==> src/rtl/sdma_pkg.sv <==
package sdma_pkg;

  typedef enum logic [1:0] {
    ST_IDLE  = 2'd0,
    ST_RUN   = 2'd1,
    ST_PAUSE = 2'd2
  } sdmaState_e;

  // strobes from control to datapath
  typedef struct packed {
    logic clear;     // start accepted: reset packing state, latch direction
    logic run;       // handshakes allowed
    logic loadAddr;  // system address write accepted
    logic dirIn;     // 1: card to memory
  } dpCmd_t;

  localparam int STS_DONE = 0;
  localparam int STS_DMA  = 1;

endpackage

==> src/rtl/sdma_dpath.sv <==
module sdma_dpath
  import sdma_pkg::*;
#(
  parameter int ADDR_W = 32
) (
  input  logic              clk,
  input  logic              rstN,
  input  dpCmd_t            cmd,
  input  logic [ADDR_W-1:0] addrWrData,
  output logic [ADDR_W-1:0] addrQ,
  output logic              wordDone,
  output logic [ADDR_W-1:0] postAddr,
  output logic              memReq,
  output logic              memWe,
  output logic [31:0]       memWdata,
  input  logic              memRdy,
  input  logic [31:0]       memRdata,
  input  logic              cardInValid,
  input  logic [7:0]        cardInData,
  output logic              cardInReady,
  output logic              cardOutValid,
  output logic [7:0]        cardOutData,
  input  logic              cardOutReady
);

  logic        dirQ;
  logic [31:0] packQ;
  logic [1:0]  byteIdx;
  logic        fullQ;
  logic        haveQ;
  logic        memHs, inHs, outHs;
  logic [1:0]  unusedAddrBits;

  assign unusedAddrBits = addrWrData[1:0];

  assign memReq       = cmd.run && (dirQ ? fullQ : !haveQ);
  assign memWe        = dirQ;
  assign memWdata     = packQ;
  assign cardInReady  = cmd.run && dirQ && !fullQ;
  assign cardOutValid = cmd.run && !dirQ && haveQ;
  assign cardOutData  = packQ[8*byteIdx +: 8];

  assign memHs = memReq && memRdy;
  assign inHs  = cardInReady && cardInValid;
  assign outHs = cardOutValid && cardOutReady;

  // a word is finished once memory took it (inbound) or its last byte left (outbound)
  assign wordDone = dirQ ? memHs : (outHs && byteIdx == 2'd3);
  assign postAddr = dirQ ? addrQ + ADDR_W'(4) : addrQ;

  always_ff @(posedge clk or negedge rstN) begin
    if (!rstN) begin
      addrQ <= '0;
    end else if (cmd.loadAddr) begin
      addrQ <= {addrWrData[ADDR_W-1:2], 2'b00};
    end else if (memHs) begin
      addrQ <= addrQ + ADDR_W'(4);
    end
  end

  always_ff @(posedge clk or negedge rstN) begin
    if (!rstN) begin
      dirQ    <= 1'b0;
      packQ   <= '0;
      byteIdx <= '0;
      fullQ   <= 1'b0;
      haveQ   <= 1'b0;
    end else if (cmd.clear) begin
      dirQ    <= cmd.dirIn;
      byteIdx <= '0;
      fullQ   <= 1'b0;
      haveQ   <= 1'b0;
    end else begin
      if (inHs) begin
        packQ[8*byteIdx +: 8] <= cardInData;
        byteIdx <= byteIdx + 2'd1;
        if (byteIdx == 2'd3) fullQ <= 1'b1;
      end
      if (memHs) begin
        if (dirQ) begin
          fullQ <= 1'b0;
        end else begin
          packQ   <= memRdata;
          haveQ   <= 1'b1;
          byteIdx <= '0;
        end
      end
      if (outHs) begin
        byteIdx <= byteIdx + 2'd1;
        if (byteIdx == 2'd3) haveQ <= 1'b0;
      end
    end
  end

endmodule

==> src/rtl/sdma_ctrl.sv <==
module sdma_ctrl
  import sdma_pkg::*;
#(
  parameter int ADDR_W   = 32,
  parameter int CNT_W    = 16,
  parameter int LEN_W    = 12,
  parameter int CODE_W   = 3,
  parameter int BND_LOG2 = 12
) (
  input  logic                    clk,
  input  logic                    rstN,
  input  logic [1:0]              dmaSel,
  input  logic [5:0]              xferMode,
  input  logic [LEN_W+CODE_W:0]   blkSizeReg,
  input  logic [CNT_W-1:0]        blkCntIn,
  input  logic                    startStb,
  input  logic                    sysAddrWrEn,
  input  logic [1:0]              stsEn,
  input  logic [1:0]              stsClr,
  input  logic                    wordDone,
  input  logic [ADDR_W-1:0]       postAddr,
  output dpCmd_t                  cmd,
  output logic                    busy,
  output logic [CNT_W-1:0]        blkCntOut,
  output logic [1:0]              stsQ
);

  localparam int WRD_W = LEN_W - 2;

  sdmaState_e          stQ, stD;
  logic [WRD_W-1:0]    wordsQ, lenQ, blkWords;
  logic [CNT_W-1:0]    blocksQ, cntQ;
  logic [CODE_W-1:0]   codeQ, bndCode;
  logic                cntEnQ;
  logic [ADDR_W-1:0]   bndMask;
  logic                startOk, lastWord, lastBlk, bndHit, setDone, setPause;
  logic [1:0]          setVec, stsD;
  logic                unusedBits;

  assign unusedBits = ^{xferMode[3:2], blkSizeReg[1:0], blkSizeReg[LEN_W+CODE_W]};

  assign blkWords = blkSizeReg[LEN_W-1:2];
  assign bndCode  = blkSizeReg[LEN_W +: CODE_W];

  // SDMA only, DMA enabled, nonempty block, nonzero count when multi
  assign startOk = startStb && stQ == ST_IDLE && dmaSel == 2'b00 && xferMode[0]
                   && blkWords != '0 && (!xferMode[5] || blkCntIn != '0);

  assign bndMask  = (ADDR_W'(1) << (BND_LOG2 + int'(codeQ))) - ADDR_W'(1);
  assign bndHit   = (postAddr & bndMask) == '0;
  assign lastWord = wordsQ == WRD_W'(1);
  assign lastBlk  = blocksQ == CNT_W'(1);
  assign setDone  = stQ == ST_RUN && wordDone && lastWord && lastBlk;
  assign setPause = stQ == ST_RUN && wordDone && !(lastWord && lastBlk) && bndHit;

  assign cmd.clear    = startOk;
  assign cmd.run      = stQ == ST_RUN;
  assign cmd.loadAddr = sysAddrWrEn && stQ != ST_RUN;
  assign cmd.dirIn    = xferMode[4];
  assign busy         = stQ != ST_IDLE;
  assign blkCntOut    = cntQ;

  always_comb begin
    stD = stQ;
    unique case (stQ)
      ST_IDLE:  if (startOk) stD = ST_RUN;
      ST_RUN:   if (setDone) stD = ST_IDLE;
                else if (setPause) stD = ST_PAUSE;
      ST_PAUSE: if (sysAddrWrEn) stD = ST_RUN;
      default:  stD = ST_IDLE;
    endcase
  end

  always_ff @(posedge clk or negedge rstN) begin
    if (!rstN) begin
      stQ     <= ST_IDLE;
      wordsQ  <= '0;
      lenQ    <= '0;
      blocksQ <= '0;
      cntQ    <= '0;
      codeQ   <= '0;
      cntEnQ  <= 1'b0;
    end else begin
      stQ <= stD;
      if (startOk) begin
        wordsQ  <= blkWords;
        lenQ    <= blkWords;
        blocksQ <= xferMode[5] ? blkCntIn : CNT_W'(1);
        cntQ    <= blkCntIn;
        codeQ   <= bndCode;
        cntEnQ  <= xferMode[1];
      end else if (stQ == ST_RUN && wordDone) begin
        if (lastWord) begin
          wordsQ <= lenQ;
          if (!lastBlk) blocksQ <= blocksQ - CNT_W'(1);
          if (cntEnQ && cntQ != '0) cntQ <= cntQ - CNT_W'(1);
        end else begin
          wordsQ <= wordsQ - WRD_W'(1);
        end
      end
    end
  end

  // gated set wins over write-one-to-clear
  assign setVec[STS_DONE] = setDone;
  assign setVec[STS_DMA]  = setPause;

  for (genvar i = 0; i < 2; i++) begin : g_sts
    assign stsD[i] = (setVec[i] && stsEn[i]) ? 1'b1 : (stsClr[i] ? 1'b0 : stsQ[i]);
  end

  always_ff @(posedge clk or negedge rstN) begin
    if (!rstN) stsQ <= '0;
    else       stsQ <= stsD;
  end

endmodule

==> src/rtl/sdma_engine.sv <==
module sdma_engine
  import sdma_pkg::*;
#(
  parameter int ADDR_W   = 32,
  parameter int CNT_W    = 16,
  parameter int LEN_W    = 12,
  parameter int CODE_W   = 3,
  parameter int BND_LOG2 = 12
) (
  input  logic                  clk,
  input  logic                  rstN,
  input  logic [1:0]            dmaSel,
  input  logic [5:0]            xferMode,
  input  logic [LEN_W+CODE_W:0] blkSizeReg,
  input  logic [CNT_W-1:0]      blkCntIn,
  input  logic                  startStb,
  input  logic                  sysAddrWrEn,
  input  logic [ADDR_W-1:0]     sysAddrWrData,
  input  logic [1:0]            stsEn,
  input  logic [1:0]            stsClr,
  output logic [ADDR_W-1:0]     sysAddrOut,
  output logic [CNT_W-1:0]      blkCntOut,
  output logic                  busy,
  output logic                  stsXferDone,
  output logic                  stsDmaInt,
  output logic                  memReq,
  output logic                  memWe,
  output logic [ADDR_W-1:0]     memAddr,
  output logic [31:0]           memWdata,
  input  logic                  memRdy,
  input  logic [31:0]           memRdata,
  input  logic                  cardInValid,
  input  logic [7:0]            cardInData,
  output logic                  cardInReady,
  output logic                  cardOutValid,
  output logic [7:0]            cardOutData,
  input  logic                  cardOutReady
);

  dpCmd_t            cmd;
  logic              wordDone;
  logic [ADDR_W-1:0] postAddr;
  logic [ADDR_W-1:0] addrQ;
  logic [1:0]        sts;

  sdma_ctrl #(
    .ADDR_W(ADDR_W), .CNT_W(CNT_W), .LEN_W(LEN_W), .CODE_W(CODE_W), .BND_LOG2(BND_LOG2)
  ) ctrl_i (
    .clk, .rstN, .dmaSel, .xferMode, .blkSizeReg, .blkCntIn, .startStb, .sysAddrWrEn,
    .stsEn, .stsClr, .wordDone, .postAddr, .cmd, .busy, .blkCntOut, .stsQ(sts)
  );

  sdma_dpath #(.ADDR_W(ADDR_W)) dpath_i (
    .clk, .rstN, .cmd, .addrWrData(sysAddrWrData), .addrQ, .wordDone, .postAddr,
    .memReq, .memWe, .memWdata, .memRdy, .memRdata,
    .cardInValid, .cardInData, .cardInReady, .cardOutValid, .cardOutData, .cardOutReady
  );

  assign sysAddrOut  = addrQ;
  assign memAddr     = addrQ;
  assign stsXferDone = sts[STS_DONE];
  assign stsDmaInt   = sts[STS_DMA];

endmodule

==> config.mk <==
export PLATFORM = sky130hd
export DESIGN_NAME = sdma_engine
export DESIGN_NICKNAME = d
export VERILOG_FILES = /design/src/rtl/sdma_pkg.sv /design/src/rtl/sdma_dpath.sv /design/src/rtl/sdma_ctrl.sv /design/src/rtl/sdma_engine.sv
export SDC_FILE = /design/constraint.sdc
export NUM_CORES = 1
export LEC_CHECK = 0
export BUFFER_PORTS_ARGS = -buffer_cell sky130_fd_sc_hd__buf_2
export CAP_MARGIN = 15
export CORE_UTILIZATION = 45
export DETAILED_ROUTE_END_ITERATION = 8
export PLACE_DENSITY = 0.75
export SETUP_SLACK_MARGIN = 0.05
export SLEW_MARGIN = 20
export SYNTH_ARGS = -nofsm -noshare
export SYNTH_HDL_FRONTEND = slang
export SYNTH_SLANG_ARGS = --single-unit
==> constraint.sdc <==
create_clock -name clk -period 2.65 [get_ports clk]
set_clock_uncertainty 0.05 [all_clocks]
set_input_delay 0.265 -clock clk [delete_from_list [all_inputs] [get_ports clk]]
set_output_delay 0.265 -clock clk [all_outputs]
set_load 0.05 [all_outputs]
==> impl_metrics.ini, run 1 <==
[clock_tree]
cts_tree = built
cts_buffers = 17
htree_levels = 4
clkLatencyLatePin_ns = 0.42
postCtsSetupBuffers = 0
cts_sinks = 127
clockRootBuffer = clkbuf_16
clkTransAtPathRegs_ns = 0.06
cts_buffer_depth = 2

[layout]
final_nets = 1325
n_fill_cell = 1432
final_common_cell = buf_2
seqCellArea_um2 = 3190
multi_input_area_um2 = 4050
syn2layout_area_growth_pct = 33.0
layout_common_cells = 237 x buf_2, 169 x nand2_1, 114 x dfrtp_1
drive_gt1_share_pct = 30.6

[power_and_ir_drop]
p_per_area_nw_per_um2 = 1070
peakVddDrop_v = 0.000769
power.share.switching_pct = 46.8
p_seq_share_pct = 28.0
power_frac_clock_pct = 22.1
power_frac_comb_pct = 49.9
power.leakage_uw = 0.00484
power_switching_uw = 5130
p_int_uw = 5820

[setup_path]
startpoint_type = flop
r2r_start = dpath_i.addrQ[2]
max_stage_delay_ns = 0.43
worstSetupPathDepth = 8
worst-path-buf-inv = 0
crit_chain = ha_1 > and2_1 > nand2_1 > o31ai_1 > o21ai_0 > a221o_1 > nor4_4 > a22o_1
r2r_cells = 8
crit_fanout = 8
critPathRequiredTime_ns = 2.95
slowest_stage = dfrtp_2
r2r_end = ctrl_i.stsQ[1]
cp.arrival_ns = 2.84
cp_top_family = compound AO/OA/AOI/OAI gates
path_class = flop to flop
cp-endpoint = ctrl_i.stsQ[1]
ff2ff_setup_slack_ns = 0.11
crit_path_end_kind = flop
startpoint = dpath_i.addrQ[2]

[global_route]
first_global_vias = 7416
use_met1_pct = 34.8
grt_overflow = 0
busiest_layer = met2
track_usage_pct = 26.7
use_met3_pct = 5.21
antenna_found_initial = 2
use_met2_pct = 43.1
grt_max_degree = 60
grt_pass1_wl_um = 37500

[routing]
vias = 8007
wl_per_cell_um = 16.3
totalWireLength_um = 23300
routed_via_density = 5.62
ant_nets = 0
drt_pass1_iterations = 7
drc = 0
drt_iter0_drc = 679

[outcome]
status = finished clean

[sta]
maxSlewViolCount = 0
hold_viol = 0
worst_pin_slew_ns = 1.04
fin_setup_tns_ns = 0
fmax_ghz = 0.393
slew_headroom_pct = 30.7
period_minus_slack_ns = 2.54
grt_setup_unrepaired = false
setup_viol = 0
min_period_over_period_pct = 96.0
setup_ws_ns = 0.107

[placed_design]
place_congestion = 0.946
dp_slack_ns = -0.0574
portBuffers = 238
hpwl_um = 16400

[floorplanning]
start_util_pct = 46.3
rows = 47
die_height_um = 133
ioPinCount = 250
die-area_um2 = 17600
core_um2 = 16600
die_x_um = 133

[run]
cap_viol_max_count = 0

[logic_synthesis]
yosysTopAreaCell = dfrtp_1
synth_edf_count = 0
synthFlopType = dfrtp_1
async_flop_share_pct = 100
synth_top_area_share_pct = 41.4
synth.avg_cell_area_um2 = 8.31
ys_seq_elements = 127
synth_cell_type_count = 68
synth_warnings = 0
ys_seq_area_share_pct = 41.4
yosys-top-cells-area = dfrtp_1 41%, nand2_1 8.3%, o21ai_0 5.0%
syn_area_um2 = 7670
synthCells = 923

[min_path]
hold_start = stsClr[0]
hold_class = input pin to flop
## worst register-to-register path, delay by kind of cell, from the launching register on
family | cells | cell delay [ns]
adders and majority gates | 1 | 0.21
DFF | 1 | 0.43
AOI/OAI and AO/OA | 4 | 1.00
and+or+nand+nor | 3 | 0.78
## state kept, by name, summed over array words and instances (netlist names), 2 cells and up
register / cells
dpath_i.memWdata: 32
dpath_i.addrQ: 30
ctrl_i.blkCntOut: 16
ctrl_i.blocksQ: 16
ctrl_i.lenQ: 10
ctrl_i.wordsQ: 10
ctrl_i.codeQ: 3
ctrl_i.stQ: 2
ctrl_i.stsQ: 2
dpath_i.byteIdx: 2
## Yosys cell counts (all sizes together) (5+ instances only)
master / count
nor3: 31
nand4: 10
ha: 12
xnor2: 26
a222oi: 8
a221o: 12
nor2: 83
nor2b: 6
inv: 33
nand3: 41
or3: 9
nand2: 169
buf: 43
and3: 7
a31oi: 10
o211ai: 6
and2: 5
a21o: 6
o22ai: 5
o311ai: 6
clkbuf: 34
a21oi: 52
a22oi: 5
nor4: 16
or4: 8
o21ai: 86
mux4: 8
a211oi: 6
dfrtp: 127
xor2: 8
## area by class of cell
| cell class | instances | share of cell area (%) |
|---|---|---|
| Antenna cell | 2 | 0.0491 |
| Clock buffer | 21 | 4.61 |
| Clock inverter | 11 | 1.35 |
| Inverter | 33 | 1.21 |
| Multi-Input combinational cell | 689 | 39.7 |
| Sequential cell | 127 | 31.3 |
| Tap cell | 220 | 2.70 |
| Timing Repair Buffer | 322 | 19.1 |
## logic make-up after synthesis
logic type      share of synthesized area, %
mux                                     2.76
buf+inv                                 7.13
fa+ha+maj                               1.96
other cells                           0.0489
flops                                   41.4
simple gates                            24.3
compound gates                          18.5
xor+xnor                                3.88
## worst min-delay path by stage
stage | end | slack [ns] | cells after the start
6_report | ctrl_i.stsQ[0] | 0.009 | 2
5_1_grt | dpath_i.addrQ[15] | 0.01 | 3
4_1_cts | ctrl_i.stsQ[0] | 0.0002 | 2
3_3_place_gp | ctrl_i.lenQ[3] | 0.20 | 1
2_1_floorplan | ctrl_i.blkCntOut[0] | -0.08 | 0
3_5_place_dp | ctrl_i.wordsQ[4] | 0.20 | 1
## power by group through the flow
stage          Sequential, µW  Clock [µW]  Combinational (µW)
6_report                 3060        2420                5470
3_3_place_gp             3050           0                5300
4_1_cts                  3050        2460                5440
2_1_floorplan            4080           0                2880
5_1_grt                  3140        2530                5830
3_5_place_dp             3070           0                5350
## layer usage
layer / vias up / wire [µm] / part of all wire (%)
li1: 3805 / - / -
met1: 3767 / 9880 / 42
met2: 389 / 11200 / 48
met3: 46 / 1590 / 6.8
met4: 0 / 584 / 2.5
met5: - / 0 / 0
## metrics by stage
| stage | std cells | instance area (µm²) | util [%] | total power [µW] | hold slack, ns |
|---|---|---|---|---|---|
| 6_report | 1425 | 10200 | 61.5 | 10900 | 0.00863 |
| 5_1_grt | 1424 | 10200 | 61.5 | 11500 | 0.0134 |
| 4_1_cts | 1423 | 10200 | 61.2 | 10900 | 0.000184 |
| 3_5_place_dp | 1358 | 9200 | 55.5 | 8420 | 0.204 |
| 3_3_place_gp | 1358 | 9200 | 55.5 | 8350 | 0.199 |
| 2_1_floorplan | 926 | 7710 | - | 6950 | -0.0806 |
## timing repair
action,in CTS,in global routing
gates resized for setup,3,9
hold buffers,33,0
endpoints found under the hold margin,81,0
setup endpoints to repair,36,17
pin swaps,2,2
(Power assumes the default switching activity.)
==> run 2, diff against run 1 <==
--- a/config.mk
+++ b/config.mk
@@ -5,11 +5,11 @@
 export SDC_FILE = /design/constraint.sdc
 export NUM_CORES = 1
 export LEC_CHECK = 0
-export BUFFER_PORTS_ARGS = -buffer_cell sky130_fd_sc_hd__buf_2
+export ABC_AREA = 1
 export CAP_MARGIN = 15
 export CORE_UTILIZATION = 45
 export DETAILED_ROUTE_END_ITERATION = 8
-export PLACE_DENSITY = 0.75
+export DONT_BUFFER_PORTS = 1
 export SETUP_SLACK_MARGIN = 0.05
 export SLEW_MARGIN = 20
 export SYNTH_ARGS = -nofsm -noshare
==> run 2 against run 1 <==
The flow now finishes with violations (negative hold slack). Die area rose by 12%. Clock power fell by 4%. Non-clock buffer count fell by 156. Sequential power rose by 52%. First-iteration DRC count fell by 22%. Clock-buffer cell count fell by 1. Final area rose by 3.1%. Synthesized area rose by 12%. Hold slack got worse by 0.54 ns. Routed wire length rose by 12%. Synthesized cell count rose by 34%. Maximum frequency rose by 4.3%. Highest routed layer unchanged.
==> impl_metrics.ini, run 2 <==
[outcome]
status = complete, but fails checks
violations = negative hold slack

[logic_synthesis]
yosysTopAreaCell = dfrtp_1
synth_top_area_share_pct = 37.0
ys_seq_elements = 127
yosysMostFrequentCell = nand2_1
synth_cell_type_count = 46
synthFlopType = dfrtp_1
yosys-top-cells-area = dfrtp_1 37%, nand2_1 11%, o21ai_0 7.1%
syn_area_um2 = 8590
synth_edf_count = 0
ys_seq_area_share_pct = 37.0
synth.avg_cell_area_um2 = 6.92
synth_warnings = 0
async_flop_share_pct = 100
synth_commonest_cells = 262 x nand2_1, 145 x inv_1, 144 x nor2_1, 127 x dfrtp_1, 121 x o21ai_0
synthCells = 1241

[routing]
ant_nets = 0
vias = 8690
totalWireLength_um = 26200
top_layer = met4
drt_iter0_drc = 528
routed_via_density = 5.45
drc = 0
wl_met2_um = 12200
wl_per_cell_um = 16.4
met1_length_um = 11600
met3WireLength_um = 1800
drt_pass1_iterations = 5

[power_and_ir_drop]
p_per_area_nw_per_um2 = 1380
peakVddDrop_v = 0.000540
power.leakage_uw = 0.00495

[sta]
maxSlewViolCount = 0
fin_setup_tns_ns = 0
period_minus_slack_ns = 2.44
slew_headroom_pct = 58.4
worst_pin_slew_ns = 0.625
min_period_over_period_pct = 92.0
setup_viol = 0
grt_setup_unrepaired = true
hold_viol = 127
whs_ns = -0.527
fmax_ghz = 0.410

[global_route]
antenna_found_initial = 1
grt_max_degree = 128
grt_pass1_wl_um = 42500
track_usage_pct = 27.2
grt_overflow = 0
first_global_vias = 8370

[clock_tree]
htree_levels = 4
cts_sinks = 127
cts_buffers = 17
cts_buffer_depth = 2
ctsHoldBuffers = 90
clkTransAtPathRegs_ns = 0.06
clockRootBuffer = clkbuf_16
cts_tree = built
clkLatencyLatePin_ns = 0.43

[placed_design]
place_congestion = 0.901
portBuffers = 0
hpwl_um = 18300

[floorplanning]
die_x_um = 140
core_um2 = 18700
rows = 50
die_height_um = 140
ioPinCount = 250
die-area_um2 = 19600
start_util_pct = 45.9

[setup_path]
crit_path_end_kind = flop
path_class = flop to flop
startpoint_type = flop
crit_fanout = 45
r2r_cells = 9
critPathRequiredTime_ns = 2.95
cp.arrival_ns = 2.73

[layout]
final_common_cell = nand2_1
drive_gt1_share_pct = 9.86
largest_reg_flops = 32
final_nets = 1481
seqCellArea_um2 = 3180
multi_input_area_um2 = 4410
layout_common_cells = 260 x nand2_1, 145 x inv_1, 142 x nor2_1
syn2layout_area_growth_pct = 22.5
n_fill_cell = 1860

[run]
cap_viol_max_count = 0

[min_path]
hold_class = input pin to asynchronous set/reset pin
run 2: area by class of cell:
type                       count  area share (%)
multi-input combinational    882            41.9
sequential                   127            30.2
timing repair buffer         166            14.1
inverter                     152            5.49
clock buffer                  20            4.44
tap                          234            2.78
clock inverter                12            1.06
antenna                        1          0.0238
run 2: repair_timing:
action                     4_1_cts  5_1_grt
setup endpoints to repair        0       26
hold endpoints to repair       218      127
resized for setup                0        9
buffers inserted                 0        0
run 2: layer usage:
layer | global-route usage [%] | up-vias
met1 | 36.0 | 3996
met2 | 43.8 | 348
met3 | 5.64 | 44
met4 | 9.66 | 0
met5 | 0 | -
li1 | - | 4302
run 2: path summary, 6_finish.rpt:
path	start	endpoint	slack [ns]
setup reg to reg	ctrl_i.stQ[1]	ctrl_i.blocksQ[15]	0.21
max in group asynchronous	rstN	ctrl_i.blkCntOut[10]	2.74
setup / recovery	ctrl_i.stQ[1]	ctrl_i.blocksQ[15]	0.21
min in group clk	sysAddrWrData[30]	dpath_i.addrQ[30]	0.01
hold reg to reg	ctrl_i.lenQ[1]	ctrl_i.lenQ[1]	0.43
hold / removal	rstN	dpath_i.addrQ[27]	-0.53
run 2: kinds of logic (layout without fill, tap and decap cells):
kind of cell             Yosys count  count (layout)  synth area share (%)
buffers and inverters            235             350                  12.1
XOR/XNOR                          27              27                  2.75
flip-flops                       127             127                  37.0
AND/OR/NAND/NOR                  604             604                  30.5
other                              1               5                0.0437
adder cells (fa/ha/maj)           12              12                  1.75
AO/OA/AOI/OAI                    235             235                  15.8
run 2: critical path, stage by stage, from the launching register on:
cell,delay (ns)
dfrtp_1,0.39
inv_1,0.09
nand2_1,0.16
nor3_4,0.31
nand2_4,0.16
inv_4,0.15
buf_12,0.23
nand3_1,0.11
dlygate4sd3_1,0.58
a31oi_1,0.12
run 2: stage by stage:
step                      utilization [%]  instance area [µm²]  worst slack (ns)  total power [µW]  instances
after CTS                            56.1                10500            0.0788             14500       1593
after global placement               48.2                 9010             0.264             12000       1471
final                                56.3                10500             0.212             14500       1594
after detailed placement             48.2                 9010             0.218             12000       1471
after floorplan                         -                 8600            0.0674             10500       1244
after global routing                 56.3                10500            0.0109             15500       1594
run 2: power by group:
part / internal (µW) / switching (µW) / total [µW]
combinational: 2180 / 5350 / 7530
sequential: 2730 / 1930 / 4660
clock: 1370 / 951 / 2320
